===== config.mk =====
export PLATFORM = sky130hd
export DESIGN_NAME = bseq_top
export DESIGN_NICKNAME = d
export VERILOG_FILES = /design/src/rtl/bseq_pkg.sv /design/src/rtl/bseq_beat.sv /design/src/rtl/bseq_order.sv /design/src/rtl/bseq_top.sv
export SDC_FILE = /design/constraint.sdc
export NUM_CORES = 1
export LEC_CHECK = 0
export ABC_AREA = 1
export CORE_MARGIN = 5
export CORE_UTILIZATION = 37
export CTS_CLUSTER_SIZE = 25
export DETAILED_ROUTE_END_ITERATION = 8
export HOLD_SLACK_MARGIN = 0.03
export MAX_ROUTING_LAYER = met4
export PLACE_DENSITY = 0.84
export SLEW_MARGIN = 5
export SYNTH_ARGS = -nofsm -noshare
export SYNTH_HDL_FRONTEND = slang
export SYNTH_SLANG_ARGS = --single-unit

===== constraint.sdc =====
create_clock -name clk -period 1.1 [get_ports clk]
set_clock_uncertainty 0.2 [all_clocks]
set_input_delay 0.11 -clock clk [delete_from_list [all_inputs] [get_ports clk]]
set_output_delay 0.11 -clock clk [all_outputs]
set_load 0.005 [all_outputs]

===== src/rtl/bseq_pkg.sv =====
package bseq_pkg;
    typedef enum logic [0:0] {
        ST_IDLE  = 1'b0,
        ST_BURST = 1'b1
    } bseq_state_t;
endpackage


===== src/rtl/bseq_beat.sv =====
module bseq_beat #(
    parameter int BW = 2
) (
    input  logic          clk,
    input  logic          rst_n,
    input  logic          clr,
    input  logic          inc,
    output logic [BW-1:0] beat
);
    localparam logic [BW-1:0] LAST = {BW{1'b1}};

    always_ff @(posedge clk or negedge rst_n) begin
        if (!rst_n)
            beat <= '0;
        else if (clr)
            beat <= '0;
        else if (inc)
            beat <= beat + 1'b1;
    end


    beat_wrap_chk: assert property (@(posedge clk) disable iff (!rst_n)
        (inc && !clr && beat == LAST) |=> (beat == '0));
endmodule


===== src/rtl/bseq_order.sv =====
module bseq_order #(
    parameter int BW = 2
) (
    input  logic          mode_ilv,
    input  logic [BW-1:0] start,
    input  logic [BW-1:0] beat,
    output logic [BW-1:0] low
);
    logic [BW-1:0] lin_v;
    logic [BW-1:0] ilv_v;

    always_comb begin
        lin_v = start + beat;
        ilv_v = start ^ beat;
        low   = mode_ilv ? ilv_v : lin_v;
    end
endmodule


===== src/rtl/bseq_top.sv =====
module bseq_top
    import bseq_pkg::*;
#(
    parameter int ADDR_W = 19,
    parameter int BW     = 2
) (
    input  logic              clk,
    input  logic              rst_n,
    input  logic              ce_n,
    input  logic              sel,
    input  logic              adv_ld,
    input  logic              mode_ilv,
    input  logic [ADDR_W-1:0] addr_in,
    output logic [ADDR_W-1:0] addr_out,
    output logic              valid
);
    localparam int UW = ADDR_W - BW;

    bseq_state_t   state, state_nxt;
    logic [UW-1:0] upper_q;
    logic [BW-1:0] start_q;
    logic [BW-1:0] beat;
    logic [BW-1:0] low;
    logic          do_load;
    logic          do_adv;

    always_comb begin
        do_load   = !ce_n && sel && !adv_ld;
        do_adv    = !ce_n && sel && adv_ld && (state == ST_BURST);
        state_nxt = state;
        unique case (state)
            ST_IDLE:  if (do_load) state_nxt = ST_BURST;
            ST_BURST: if (!ce_n && !sel) state_nxt = ST_IDLE;
            default:  state_nxt = ST_IDLE;
        endcase
    end

    always_ff @(posedge clk or negedge rst_n) begin
        if (!rst_n)
            state <= ST_IDLE;
        else
            state <= state_nxt;
    end

    always_ff @(posedge clk or negedge rst_n) begin
        if (!rst_n) begin
            upper_q <= '0;
            start_q <= '0;
        end else if (do_load) begin
            upper_q <= addr_in[ADDR_W-1:BW];
            start_q <= addr_in[BW-1:0];
        end
    end

    bseq_beat #(.BW(BW)) i_beat (
        .clk   (clk),
        .rst_n (rst_n),
        .clr   (do_load),
        .inc   (do_adv),
        .beat  (beat)
    );

    bseq_order #(.BW(BW)) i_order (
        .mode_ilv (mode_ilv),
        .start    (start_q),
        .beat     (beat),
        .low      (low)
    );

    always_comb begin
        addr_out = {upper_q, low};
        valid    = (state == ST_BURST);
    end


    load_chk: assert property (@(posedge clk) disable iff (!rst_n)
        (!ce_n && sel && !adv_ld) |=> (valid && addr_out == $past(addr_in)));


    linear_step_chk: assert property (@(posedge clk) disable iff (!rst_n)
        (!mode_ilv && !ce_n && sel && adv_ld && valid)
        |=> (addr_out[BW-1:0] == BW'($past(addr_out[BW-1:0]) + 1'b1)));


    upper_hold_chk: assert property (@(posedge clk) disable iff (!rst_n)
        (!ce_n && sel && adv_ld) |=> $stable(addr_out[ADDR_W-1:BW]));


    desel_chk: assert property (@(posedge clk) disable iff (!rst_n)
        (!ce_n && !sel) |=> (!valid && $stable(addr_out)));


    idle_adv_chk: assert property (@(posedge clk) disable iff (!rst_n)
        (!ce_n && sel && adv_ld && !valid) |=> (!valid && $stable(addr_out)));


    freeze_chk: assert property (@(posedge clk) disable iff (!rst_n)
        ce_n |=> ($stable(addr_out) && $stable(valid)));
endmodule


Word level (Yosys, flattened, before mapping)
Index checks and enable logic that the tools add are counted.
W data, S select, Z words.
{"block": "classes", "n_bitwise": 2, "addsub": 2, "n_reduce_logical": 9, "mux": 6}
{"op": "$mux W2", "count": 3}
{"op": "$logic_and A1 B1 Y1", "count": 5}
{"op": "$logic_not A1 Y1", "count": 3}
{"op": "$add A2 B1 Y2 const B", "count": 1}
{"op": "$add A2 B2 Y2", "count": 1}
{"op": "$mux W1", "count": 2}
{"op": "$pmux W1 S2", "count": 1}
{"op": "$reduce_bool A2 Y1", "count": 1}
{"op": "$xor A2 B2 Y2", "count": 1}
{"op": "$not A1 Y1", "count": 1}
{"block": "word_totals", "ff_bits": 22, "in_bits": 25}

Logic depth before layout (Yosys ltp)
Gate-level depths: netlist (run 1).
{"block": "depth", "ltp_word": 6, "depth_mapped": 6, "ltp_nobuf": 6}

Hierarchy
From an unflattened synthesis (run 1), not the netlist that was laid out.
{"block": "hier_totals", "cells_unflattened": 121, "hier_area_um2": 1001.0}
{"mod": "bseq_top", "area_each_um2": 847.1, "cells_per_inst": 95, "n_inst": 1, "seq_area_each_um2": 500.5}
{"mod": "bseq_beat", "area_each_um2": 86.3, "cells_per_inst": 11, "n_inst": 1, "seq_area_each_um2": 50.0}
{"mod": "bseq_order", "area_each_um2": 67.6, "cells_per_inst": 15, "n_inst": 1, "seq_area_each_um2": 0.0}

Least setup slack after synthesis (run 1)
OpenSTA, ideal clock, no wires.
{"block": "synth_path", "path_type": "register -> output", "start": "register i_beat.beat[0]", "end": "output addr_out[1]", "slack_ps": -5, "arrival_ps": 795, "path_stages_with_launch": 6, "required_time_ps": 790, "cell_sequence": "dfrtp_1 > ha_1 > nand2_1 > nand2_1 > nand2_1 > inv_1"}
{"block": "synth_between", "elab_chain_len": 2}
{"element": "from (decl)", "line": "bseq_beat.sv:8", "source": "output logic [BW-1:0] beat"}
{"element": "from (signal assigned)", "line": "bseq_beat.sv:18", "source": "beat <= beat + 1'b1;"}
{"element": "$add A2 B2 Y2", "line": "bseq_order.sv:13", "source": "lin_v = start + beat;"}
{"element": "$mux W2", "line": "bseq_order.sv:15", "source": "low = mode_ilv ? ilv_v : lin_v;"}
{"element": "to (decl)", "line": "bseq_top.sv:14", "source": "output logic [ADDR_W-1:0] addr_out,"}
No other way between the ends.

Worst setup path in the final report (run 1)
Same ends and word-level chain as after synthesis.

==> results.md, run 1 <==
* Remaining number of nets flagged by the antenna check after routing at 0
* Final min period at roughly 1.5 ns
* Mapped cell area at 0.001056 mm²
* Synth top cells by count: 32 x sky130_fd_sc_hd__nand2_1, 26 x sky130_fd_sc_hd__inv_1, 22 x sky130_fd_sc_hd__dfrtp_1
* Area added between synthesis and finish at 62.68%
* Vias per Instance at between 4 and 5
* Post-synthesis sequential element count at 22
* Timing endpoint of the critical path: addr_out[1]
* Kind of critical path: reg2out
* Worst Tran Pin Value at around 0.15 ns
* Quantity of I/O buffers inserted on ports at 44
* Horizontal extent of the die at ~63 µm
* Core Rows at 19
* TritonCTS clock tree: built
* Crit path setup slack, layout at -0.3964 ns
* Via count of the routed design at around 940
* Flop-to-flop setup slack at -0.14 ns
* Max Buffers Root-to-Sink at 2
* Internal power component at between 1.5 and 2 mW
* Pin count of the biggest net entering global routing at 23
* Launch point of the critical path: i_beat.beat[0]
* Endpoint required time on the critical path at between 0.7 and 0.8 ns
* Number of remaining DRC errors at 0
* Total clock buffers created by CTS at 3
* Ports placed on the boundary at 45
* Post-placement cell area at 0.001580 mm²
* Cell class contributing the biggest share of worst-path delay: flip-flops
* Sum of buffers and inverters on the critical path at 2
* Fraction of final layout cells with drive strength greater than 1 at around two fifths
* Clock group share of total power at 24.8%
* Slew Viols, Final at 0
* Peak supply drop at 1.083 mV
* Upper clock frequency limit at between 0.6 and 0.7 GHz
* Total setup violations reported at the end of the flow at 23
* Placeable core area at around 0.0028 mm²
* Routed length per instance at between 10 and 15 µm
* Cell with the largest stage delay on the worst path: sky130_fd_sc_hd__dfrtp_1
* Number of hold violations in the final report at 0
* Violations in the final reports: negative setup slack
* Fill cells at around 250
* Number of antenna violations at the first check in global routing at 0
* Worst setup slack after placement at -0.4724 ns
* Synthesized area per cell at slightly above 9 µm²
* Total detailed-routing wirelength at around 2500 µm
* Tot GR Track Use at ~13%
* NetSw at just under 0.7 mW
* Portion of total power attributed to sequential cells at 41.2%
* Cells along the critical path: ha_4, nand2_2, nand2_1, nand2_1, inv_1, buf_2
* Cell at the root of the clock tree: sky130_fd_sc_hd__clkbuf_4
* Power density cells at around 1500 mW/mm²
* Number of nets in the layout at 207
* Capture instance of the worst register-to-register path: i_beat.beat[1]
* Critical path capture point type: output pin
* Instance count along the most critical hold path at 5
* Cell type contributing the most total cell area after synthesis: sky130_fd_sc_hd__dfrtp_1
* R2R depth at 6
* Instance count of the mapped netlist at 114
* Half-perimeter wire length after placement at 1794 µm
* Leak Pwr at about 0.94 nW
* Combinational share of power at roughly a third
* Die Area at ~0.004 mm²
* # clock sinks at 22
* Number of antenna cells inserted at 0
* Status: finished, violations left
* Level count of the clock H-tree at 1
* Top flip-flop cell by instance count after synthesis: sky130_fd_sc_hd__dfrtp_1
* Hold/Removal Path Class: in2reg
* Total gr overflow at 0
* GP Congestion at roughly 0.66
* FF-to-FF Start: i_beat.beat[0]
* First-pass DRT Iterations at 4
* Number of warnings printed during yosys synthesis at 0
* Library cell with the highest instance count after synthesis: sky130_fd_sc_hd__nand2_1
* Fraction of synthesis flops using an asynchronous set or reset pin at 100.0%
* Top cell type's share of synthesized area at between 50 and 60%
* Initial Util at a little under two fifths
* Largest stage delay, worst path at between 0.4 and 0.5 ns
* Total of max-cap violations at 0
* Headroom to the max-slew limit at 89.95%
* Number of global-route vias before repair at 940
* Share of total power consumed by net switching at approximately 28%
* Distinct cells, synth at 14
* Critical path launch point type: flip-flop
* Dominant cells by area after synthesis: sky130_fd_sc_hd__dfrtp_1 52%, sky130_fd_sc_hd__o21ai_2 15%, sky130_fd_sc_hd__nand2_1 11%
* Net count after synthesis at 140
* WP depth at 6
* CP Max Fanout at 2
* Period utilization at 136.0%
* Post-synth EDFFs at 0
* Final Instance Area at between 0.0015 and 0.002 mm²
* Clock-pin slew reported for the worst setup and hold paths after clock tree synthesis at approximately 0.12 ns
* Arrival time reported for the critical path endpoint at around 1.2 ns
* Most repeated library cell on the critical path: sky130_fd_sc_hd__nand2_1
* Register area share after synthesis at 52.13%
* RSZ-0062 raised after global routing: true
* 1st-iter DRT viols at 20
* Global-route wire length before repair at 4002 µm
* Die height at approximately 63 µm
* Worst-Skew Late Latency at about 0.30 ns
-- logic make-up after synthesis --
kind of cell / count (synthesis) / synth area share [%]
AOI/OAI and AO/OA: 19 / 15.76
adders and majority gates: 1 / 1.185
buffers and inverters: 31 / 14.10
DFF: 22 / 52.13
and+or+nand+nor: 41 / 16.83
-- power groups by stage --
| stage | logic (mW) | clock network [mW] | registers [mW] |
|---|---|---|---|
| 2_1_floorplan | 0.302 | 0 | 1.05 |
| 3_3_place_gp | 0.784 | 0 | 1.03 |
| 3_5_place_dp | 0.811 | 0 | 1.04 |
| 4_1_cts | 0.796 | 0.638 | 1.03 |
| 5_1_grt | 0.944 | 0.673 | 1.05 |
| 6_report | 0.852 | 0.621 | 1.03 |
-- layout by cell type (no fill, tap or decap) --
cell | Yosys | final
sky130_fd_sc_hd__a21oi_2 | 1 | 1
sky130_fd_sc_hd__buf_12 | 0 | 3
sky130_fd_sc_hd__buf_2 | 0 | 19
sky130_fd_sc_hd__buf_4 | 0 | 13
sky130_fd_sc_hd__buf_6 | 3 | 4
sky130_fd_sc_hd__bufinv_16 | 0 | 1
sky130_fd_sc_hd__clkbuf_16 | 0 | 1
sky130_fd_sc_hd__clkbuf_4 | 0 | 3
sky130_fd_sc_hd__clkdlybuf4s50_1 | 0 | 22
sky130_fd_sc_hd__dfrtp_1 | 22 | 22
sky130_fd_sc_hd__dlygate4sd3_1 | 0 | 2
sky130_fd_sc_hd__dlymetal6s2s_1 | 0 | 2
sky130_fd_sc_hd__ha_4 | 0 | 1
sky130_fd_sc_hd__inv_1 | 26 | 24
sky130_fd_sc_hd__inv_2 | 1 | 3
sky130_fd_sc_hd__nand2_1 | 32 | 31
sky130_fd_sc_hd__nand2_2 | 0 | 1
sky130_fd_sc_hd__nand3_1 | 2 | 2
sky130_fd_sc_hd__nand3_4 | 1 | 1
sky130_fd_sc_hd__nand4_1 | 1 | 1
sky130_fd_sc_hd__nor2_1 | 3 | 1
sky130_fd_sc_hd__nor2_2 | 2 | 2
sky130_fd_sc_hd__nor2_4 | 0 | 2
sky130_fd_sc_hd__o21ai_2 | 18 | 18
-- final cells by class --
class                           instances  area [µm²]  area share, %
Tap cell                               31       38.79          2.258
Multi-Input combinational cell         61       386.6          22.51
Clock inverter                          1       30.03          1.748
Sequential cell                        22       550.5          32.05
Inverter                               27       101.3          5.899
Clock buffer                            3       22.52          1.311
Timing Repair Buffer                   66       588.1          34.23
-- metal layers --
layer | track usage [%] | vias up | routed length (µm)
met5 | - | - | 0
met4 | 3.117 | 0 | 10
met3 | 3.730 | 2 | 200
met2 | 22.46 | 31 | 1273
met1 | 13.41 | 429 | 990
li1 | - | 474 | -
-- worst min-delay path: cells and delay by family --
family | cells | cell delay, ns
buf+inv | 1 | 0.15
simple gates | 4 | 0.27
-- registers in the layout, summed over array words and instances (netlist names) --
name,flops
start_q,2
i_beat.beat,2
upper_q,17
valid,1
-- how the worst min path moves through the flow --
stage | from | endpoint | slack [ns]
final | sel | i_beat.beat[0] | 0.06
after global routing | sel | start_q[0] | 0.09
after CTS | addr_in[0] | start_q[0] | 0.13
after detailed placement | rst_n | upper_q[9] | 0.27
after global placement | upper_q[2] | upper_q[2] | 0.26
after floorplan | rst_n | i_beat.beat[0] | -0.39
-- stage by stage --
stage | TNS (ns) | util, % | power, mW | hold WS (ns) | cells
after floorplan | 0 | - | 1.356 | -0.3856 | 114
after global placement | -7.616 | 57.30 | 1.817 | 0.2625 | 192
after detailed placement | -8.129 | 57.30 | 1.853 | 0.2707 | 192
after CTS | -1.939 | 58.62 | 2.464 | 0.1268 | 203
after global routing | -2.800 | 62.30 | 2.670 | 0.08616 | 211
final | -1.713 | 62.30 | 2.505 | 0.06345 | 211
-- what timing repair did --
item,in CTS,in global routing
buffers inserted,6,6
resized for setup,87,7
endpoints found under the hold margin,22,1
pin swaps,4,1
hold buffers,1,1
gates cloned,0,1
setup endpoints to repair,21,24
Note: power is estimated with default switching activity, not from simulation.
==> run 2, diff against run 1 <==
CTS_CLUSTER_SIZE = 30   (was 25)
SLEW_MARGIN = 20   (was 5)
==> results of run 2 <==
No change in the layout: final DEF, timing and power equal those of run 1.
==> run 3, diff against run 2 <==
CAP_MARGIN = 20   (was not set)
==> results of run 3 <==
No change in the layout: final DEF, timing and power equal those of run 1.
